==> src/rtl/cpc_pkg.sv <==
// Package: shared offsets, widths and reset constants for the cluster
// power controller. Assumes a byte-addressed 32-bit register window.
package cpc_pkg;
    localparam int ADDR_W = 8;
    localparam int DATA_W = 32;
    localparam int BE_W   = DATA_W / 8;

    localparam logic [ADDR_W-1:0] OFS_CFG_A = 8'h20;
    localparam logic [ADDR_W-1:0] OFS_CFG_B = 8'h24;
    localparam logic [ADDR_W-1:0] OFS_VEC   = 8'h40;
    localparam logic [ADDR_W-1:0] OFS_PWR   = 8'h90;
    localparam logic [ADDR_W-1:0] OFS_STAT  = 8'h94;

    localparam logic [DATA_W-1:0] RST_VEC_LO = 32'hFFFF_0000;
    localparam logic [DATA_W-1:0] RST_VEC_HI = 32'h0000_0000;
    localparam logic [DATA_W-1:0] RST_CFG_A  = 32'h0000_0F0F;
    localparam logic [DATA_W-1:0] RST_CFG_B  = 32'h000F_000F;
    localparam logic [DATA_W-1:0] STAT_RO    = 32'h0003_000F;
endpackage

==> src/rtl/cpc_sync.sv <==
// Module: cpc_sync
// Two-flop synchronizer for a bus of independent asynchronous level bits.
// Assumes each bit is quasi-static, so no multi-bit coherency is needed.
module cpc_sync #(
    parameter int W = 4
) (
    input  logic         clk,
    input  logic         rst_n,
    input  logic [W-1:0] async_i,
    output logic [W-1:0] sync_o
);
    logic [W-1:0] meta_q;
    logic [W-1:0] sync_q;

    // Two stages of capture into the clock domain.
    always_ff @(posedge clk) begin
        if (!rst_n) begin
            meta_q <= '0;
            sync_q <= '0;
        end else begin
            meta_q <= async_i;
            sync_q <= meta_q;
        end
    end

    assign sync_o = sync_q;


    sync_clear_chk: assert property (@(posedge clk) !rst_n |=> (sync_q == '0));
endmodule

==> src/rtl/cpc_regfile.sv <==
// Module: cpc_regfile
// Register file: per-core vector pairs, power requests with change-gated
// status bits, a partly read-only status word and two configuration words.
// Assumes only full-word (all byte enables set) writes are legal.
module cpc_regfile
    import cpc_pkg::*;
#(
    parameter int NCORE = 4
) (
    input  logic                   clk,
    input  logic                   rst_n,
    input  logic                   wr_i,
    input  logic [BE_W-1:0]        be_i,
    input  logic [ADDR_W-1:0]      addr_i,
    input  logic [DATA_W-1:0]      wdata_i,
    input  logic [NCORE-1:0]       wfi_sync_i,
    output logic [DATA_W-1:0]      rdata_o,
    output logic [NCORE-1:0][63:0] vec_o,
    output logic [NCORE-1:0]       req_o,
    output logic [NCORE-1:0]       stat_o,
    output logic [DATA_W-1:0]      cfg_a_o,
    output logic [DATA_W-1:0]      cfg_b_o
);
    localparam int VEC_SPAN = 8;

    logic                          full_wr;
    logic [NCORE-1:0]              lo_hit, hi_hit;
    logic [NCORE-1:0][DATA_W-1:0]  lo_q, hi_q, lo_nx, hi_nx;
    logic [NCORE-1:0][63:0]        vec_q;
    logic [NCORE-1:0]              req_q, stat_q;
    logic [DATA_W-1:0]             word_q, cfg_a_q, cfg_b_q;
    logic                          any_vec_wr;

    assign full_wr = wr_i && (be_i == {BE_W{1'b1}});

    // Per-core decode, next-value and storage of the vector word pairs.
    for (genvar n = 0; n < NCORE; n++) begin : g_vec
        assign lo_hit[n] = full_wr && (addr_i == OFS_VEC + ADDR_W'(VEC_SPAN * n));
        assign hi_hit[n] = full_wr && (addr_i == OFS_VEC + ADDR_W'(VEC_SPAN * n + 4));
        assign lo_nx[n]  = lo_hit[n] ? wdata_i : lo_q[n];
        assign hi_nx[n]  = hi_hit[n] ? wdata_i : hi_q[n];

        // Hold the low and high words of core n.
        always_ff @(posedge clk) begin
            if (!rst_n) begin
                lo_q[n] <= RST_VEC_LO;
                hi_q[n] <= RST_VEC_HI;
            end else begin
                lo_q[n] <= lo_nx[n];
                hi_q[n] <= hi_nx[n];
            end
        end
    end

    assign any_vec_wr = |(lo_hit | hi_hit);

    // Refresh every core's vector output on any vector-word write.
    always_ff @(posedge clk) begin
        if (!rst_n) begin
            for (int n = 0; n < NCORE; n++) vec_q[n] <= {RST_VEC_HI, RST_VEC_LO};
        end else if (any_vec_wr) begin
            for (int n = 0; n < NCORE; n++) vec_q[n] <= {hi_nx[n], lo_nx[n]};
        end
    end

    // Power-down request bits, written as a whole word.
    always_ff @(posedge clk) begin
        if (!rst_n)                              req_q <= '0;
        else if (full_wr && addr_i == OFS_PWR)   req_q <= wdata_i[NCORE-1:0];
    end

    // Status bits move only when a write actually flips the request.
    for (genvar n = 0; n < NCORE; n++) begin : g_stat
        always_ff @(posedge clk) begin
            if (!rst_n)
                stat_q[n] <= 1'b0;
            else if (full_wr && addr_i == OFS_PWR && wdata_i[n] != req_q[n])
                stat_q[n] <= wdata_i[n];
        end
    end

    // Writable part of the status word and the two configuration words.
    always_ff @(posedge clk) begin
        if (!rst_n) begin
            word_q  <= '0;
            cfg_a_q <= RST_CFG_A;
            cfg_b_q <= RST_CFG_B;
        end else if (full_wr) begin
            if (addr_i == OFS_STAT)  word_q  <= wdata_i & ~STAT_RO;
            if (addr_i == OFS_CFG_A) cfg_a_q <= wdata_i;
            if (addr_i == OFS_CFG_B) cfg_b_q <= wdata_i;
        end
    end

    // Combinational read multiplexer over the register window.
    always_comb begin
        rdata_o = '0;
        if (addr_i == OFS_CFG_A)      rdata_o = cfg_a_q;
        else if (addr_i == OFS_CFG_B) rdata_o = cfg_b_q;
        else if (addr_i == OFS_PWR)   rdata_o = DATA_W'(req_q);
        else if (addr_i == OFS_STAT)  rdata_o = (word_q & ~STAT_RO) | DATA_W'(wfi_sync_i);
        else begin
            for (int n = 0; n < NCORE; n++) begin
                if (addr_i == OFS_VEC + ADDR_W'(VEC_SPAN * n))     rdata_o = lo_q[n];
                if (addr_i == OFS_VEC + ADDR_W'(VEC_SPAN * n + 4)) rdata_o = hi_q[n];
            end
        end
    end

    assign vec_o   = vec_q;
    assign req_o   = req_q;
    assign stat_o  = stat_q;
    assign cfg_a_o = cfg_a_q;
    assign cfg_b_o = cfg_b_q;


    stat_hold_chk: assert property (@(posedge clk) disable iff (!rst_n)
        !(wr_i && addr_i == OFS_PWR) |=> $stable(stat_o));


    partial_wr_chk: assert property (@(posedge clk) disable iff (!rst_n)
        (wr_i && be_i != {BE_W{1'b1}}) |=>
            ($stable(vec_o) && $stable(req_o) && $stable(cfg_a_o) && $stable(cfg_b_o)));


    vec_follow_chk: assert property (@(posedge clk) disable iff (!rst_n)
        (wr_i && be_i == {BE_W{1'b1}} && addr_i == OFS_VEC) |=>
            (vec_o[0][31:0] == $past(wdata_i)));
endmodule

==> src/rtl/cpc_ready.sv <==
// Module: cpc_ready
// Combines each core's power-down request with its synchronized
// wait-for-interrupt level into the ready bit for the power manager.
// Assumes both inputs are already in the clock domain.
module cpc_ready #(
    parameter int NCORE = 4
) (
    input  logic             clk,
    input  logic             rst_n,
    input  logic [NCORE-1:0] req_i,
    input  logic [NCORE-1:0] wfi_i,
    output logic [NCORE-1:0] rdy_o
);
    // One AND gate per core.
    for (genvar n = 0; n < NCORE; n++) begin : g_rdy
        assign rdy_o[n] = req_i[n] & wfi_i[n];


        rdy_req_chk: assert property (@(posedge clk) disable iff (!rst_n)
            rdy_o[n] |-> req_i[n]);
    end
endmodule

==> src/rtl/cluster_pwr_ctrl.sv <==
// Module: cluster_pwr_ctrl (top)
// Power-down and boot-vector control for a cluster of NCORE cores.
// Assumes wfi_i is asynchronous and register writes are full words.
module cluster_pwr_ctrl
    import cpc_pkg::*;
#(
    parameter int NCORE = 4
) (
    input  logic                  clk,
    input  logic                  rst_n,
    input  logic                  reg_wr,
    input  logic [3:0]            reg_be,
    input  logic [7:0]            reg_addr,
    input  logic [31:0]           reg_wdata,
    output logic [31:0]           reg_rdata,
    input  logic [NCORE-1:0]      wfi_i,
    output logic [NCORE*64-1:0]   rvbar_o,
    output logic [NCORE-1:0]      pwr_stat_o,
    output logic [NCORE-1:0]      pd_ready_o,
    output logic [31:0]           cfg_a_o,
    output logic [31:0]           cfg_b_o
);
    logic [NCORE-1:0]       wfi_sync;
    logic [NCORE-1:0]       req;
    logic [NCORE-1:0][63:0] vec;

    cpc_sync #(.W(NCORE)) u_sync (
        .clk     (clk),
        .rst_n   (rst_n),
        .async_i (wfi_i),
        .sync_o  (wfi_sync)
    );

    cpc_regfile #(.NCORE(NCORE)) u_regs (
        .clk        (clk),
        .rst_n      (rst_n),
        .wr_i       (reg_wr),
        .be_i       (reg_be),
        .addr_i     (reg_addr),
        .wdata_i    (reg_wdata),
        .wfi_sync_i (wfi_sync),
        .rdata_o    (reg_rdata),
        .vec_o      (vec),
        .req_o      (req),
        .stat_o     (pwr_stat_o),
        .cfg_a_o    (cfg_a_o),
        .cfg_b_o    (cfg_b_o)
    );

    cpc_ready #(.NCORE(NCORE)) u_rdy (
        .clk   (clk),
        .rst_n (rst_n),
        .req_i (req),
        .wfi_i (wfi_sync),
        .rdy_o (pd_ready_o)
    );

    assign rvbar_o = vec;


    stat_match_chk: assert property (@(posedge clk) disable iff (!rst_n)
        $past(rst_n) |-> (pwr_stat_o == req));
endmodule

==> config.mk <==
export PLATFORM = sky130hd
export DESIGN_NAME = cluster_pwr_ctrl
export DESIGN_NICKNAME = d
export VERILOG_FILES = /design/src/rtl/cpc_pkg.sv /design/src/rtl/cpc_sync.sv /design/src/rtl/cpc_regfile.sv /design/src/rtl/cpc_ready.sv /design/src/rtl/cluster_pwr_ctrl.sv
export SDC_FILE = /design/constraint.sdc
export NUM_CORES = 1
export LEC_CHECK = 0
export BUFFER_PORTS_ARGS = -buffer_cell sky130_fd_sc_hd__buf_2
export CORE_MARGIN = 8
export CORE_UTILIZATION = 53
export DETAILED_ROUTE_END_ITERATION = 6
export MAX_ROUTING_LAYER = met4
export PLACE_DENSITY_LB_ADDON = 0.15
export SLEW_MARGIN = 20
export SYNTH_ARGS = -nofsm -noshare
export SYNTH_HDL_FRONTEND = slang
export SYNTH_SLANG_ARGS = --single-unit
==> constraint.sdc <==
create_clock -name clk -period 6.9 [get_ports clk]
set_clock_uncertainty 0.05 [all_clocks]
set_input_delay 1.38 -clock clk [delete_from_list [all_inputs] [get_ports clk]]
set_output_delay 1.38 -clock clk [all_outputs]
set_load 0.05 [all_outputs]
==> results_dict.tcl <==
set metrics [dict create \
    status "finished, violations left" \
    violations "design-rule violations" \
    chipHeight_um 230 \
    grt_pass1_vias 20600 \
    syn-num-nets 2682 \
    cts_max_level 2 \
    cts.clk_slew.worst_paths_ns 0.06 \
    start_kind "primary input" \
    vdd_ir_drop_max_mv 0.203 \
    rows 78 \
    pin_count 411 \
    antenna_left 0 \
    crit_path_frequent_cell "buf_2" \
    netlist_top_cells_area "dfxtp_1 51%, mux2i_1 11%, a21oi_1 5.1%, nor2_1 5.1%, nand2_1 4.5%" \
    crit_required_ns 5.47 \
    critical_path_class "in2out" \
    hold_class "reg2reg" \
    setup-violations-final 0 \
    grt_overflow 0 \
    synth.largest_area_cell "dfxtp_1" \
    crit_chain "buf_2 -> nand4bb_1 -> nor3_2 -> o221ai_1 -> a22oi_1 -> o22a_1 -> buf_2" \
    leakage_nw 13.1 \
    hpwlAfterDp_um 66200 \
    antenna_found_initial 7 \
    ys_async_sr_fraction_pct 0 \
    yosys_warnings 0 \
    nFillCells 3873 \
    cpLargestDelayFamily "simple AND/OR/NAND/NOR gates" \
    setup-tns-final_ns 0 \
    ys_seq_area_share_pct 51.0 \
    synth_cells 2631 \
    fmax_mhz 175 \
    design.die.area_sq_mm 0.0529 \
    grt_setup_unrepaired "false" \
    clockRootBuffer "clkbuf_16" \
    hold_ws_ns 0.385 \
    drt-met1-wl_um 39400 \
    wl_um 91800 \
    core_sq_mm 0.0453 \
    grt_usage_pct 33.9 \
    grt_first_pass_wirelength_um 135000 \
    synth_seq_cells 618 \
    worst_path_max_delay_cell "nor3_2" \
    insertion_delay_ns 0.63 \
    first_pass_iters 7 \
    avgSynthCellArea_sq_um 9.22 \
    post-route-period-util_pct 82.9 \
    postCtsSetupRepairBufs 0 \
    relSlewSlack_pct 15.2 \
    initial_core_util_pct 53.6 \
    fin_crit_ns 5.72 \
    switching_share_pct 22.5 \
    grt_start_max_net_pins 226 \
    clock_power_share_pct 47.8 \
    synthDistinctLibCells 65 \
    clock_sinks 618 \
    path_buf_inv 2 \
    cap_viol_max_count 0 \
    hold_viol_final 0 \
    numPortBuffers 410 \
    p_seq_share_pct 48.7 \
    drt_iter0_drc 2637 \
    ys.flop_type "dfxtp_1" \
    highest_layer "met4" \
    tightest_slew_ns 1.27 \
    intPower_mw 5.69 \
    slowest_delay_ns 0.86 \
    syn-cell-area_sq_mm 0.0243 \
    syn_to_final_growth_pct 17.4 \
    netlist.area_leader.share_pct 51.0 \
    p_comb_share_pct 3.5 \
    pwr_density_cell_mw_per_mm2 258 \
    drcViolationCount 1 \
    cts_made_buffers 60 \
    die_w_um 230 \
    worstPathArrival_ns 4.29 \
    cts_max_path_buffers 3 \
    final_max_slew_viol_count 0 \
    cts_hold_buf 0 \
    wl_met3_um 8270 \
    fin_nets 2939 \
    num_vias 21700 \
    wl_met2_um 41300 \
    drive_above_1_share_pct 21.0 \
    synth_edf_count 0 \
    wl_per_cell_um 25.9 \
    ctsResizeCount 0 \
    cts_tree "yes" \
    viasPerCell 6.13 \
    endpoint_kind "primary output" \
    place_congestion 0.948 \
    cp_max_fo 20 \
    p_sw_mw 1.65 \
]
==> metal layers <==
metal | vias up | GRT usage (%)
li1 | 9846 | -
met1 | 10500 | 45.9
met2 | 1211 | 51.5
met3 | 174 | 5.98
met4 | 0 | 10.3
met5 | - | -
==> registers in the layout, summed over array words and instances (netlist names) <==
signal and cells:
u_regs.req_o 4, u_sync.sync_o 4, u_sync.meta_q 4, u_regs.vec_o 256, u_regs.cfg_a_o 32, u_regs.word_q 26
u_regs.stat_o 4, u_regs.lo_q 128, u_regs.hi_q 128, u_regs.cfg_b_o 32
==> worst register-to-register path, cell delays in order, from the launching register on <==
cell and delay, ns:
dfxtp_1 0.32, mux2i_1 0.56, a21oi_1 0.15
==> path summary, 6_finish.rpt <==
check	start	end	slack (ns)	cells past startpoint
max	reg_addr[4]	reg_rdata[19]	1.18	7
min	u_sync.meta_q[3]	u_sync.sync_o[3]	0.39	1
max reg2reg	u_regs.lo_q[15]	u_regs.vec_o[15]	5.69	2
min reg2reg	u_sync.meta_q[3]	u_sync.sync_o[3]	0.39	1
==> cells in the mapped netlist, drive strengths merged (3+ instances only) <==
cell       n
nor2b      3
inv        5
nand2b     3
a21oi    247
and2      20
o21ai    115
clkbuf   138
o31ai      9
nand3     69
o211ai    38
a31oi      8
o22ai     15
mux2i    265
a222oi     7
nor3      37
mux4       8
o221ai    31
buf      119
a211o      4
o21a       3
a221oi    20
a22o      19
nand2    292
a22oi     59
nor4b      4
a211oi    97
nor2     341
dfxtp    618
a2bb2oi    9
==> power groups by stage <==
stage,clock network [mW],logic [mW],registers (mW)
2_1_floorplan,0,0.147,3.66
3_5_place_dp,0,0.248,3.65
6_report,3.51,0.258,3.57
3_3_place_gp,0,0.246,3.65
5_1_grt,3.68,0.264,3.57
4_1_cts,3.53,0.249,3.57
==> placed cells by master (no fill, tap or decap), types with 8 or more instances in the layout <==
cell	instances
a221oi_1	20
and2_1	17
a211oi_2	10
nor2_2	13
a31oi_1	8
nand2_1	289
a22o_1	19
o211ai_1	38
nor3_1	33
nand3_1	63
o21ai_0	115
o31ai_1	9
a2bb2oi_1	9
clkbuf_8	17
clkbuf_1	8
o22ai_1	15
a211oi_1	87
clkbuf_16	61
dfxtp_1	618
nor2_1	325
a21oi_1	247
buf_4	39
o221ai_1	31
mux4_2	8
mux2i_1	265
clkinv_2	12
buf_2	409
a22oi_1	59
==> per-stage QoR <==
step	utilization (%)	setup WS (ns)	cell area [sq um]	power [mW]	instances
2_1_floorplan	-	1.58	24300	3.81	2631
3_3_place_gp	58.1	1.33	26300	3.90	3426
3_5_place_dp	58.1	1.31	26300	3.90	3426
4_1_cts	62.8	1.28	28400	7.35	3538
5_1_grt	62.9	0.985	28500	7.52	3543
6_report	62.9	1.18	28500	7.34	3544
==> kinds of logic (layout without fill, tap and decap cells) <==
family                 count (synthesis)  in the layout  synth area share (%)
other                                  0              6                     0
muxes                                275            275                  11.8
buffers and inverters                263            570                  5.00
and+or+nand+nor                      782            782                  13.8
DFF                                  618            618                  51.0
AOI/OAI and AO/OA                    693            693                  18.4
==> layout make-up <==
type,count,area [sq um],share of cell area (%)
antenna,6,15.0,0.0527
timing repair buffer,452,2410,8.47
clock inverter,26,337,1.18
multi-input combinational,1750,10800,37.8
sequential,618,12400,43.5
inverter,6,30.0,0.105
tap,600,751,2.64
clock buffer,86,1790,6.29
No activity file was read; power rests on OpenSTA's default activity.
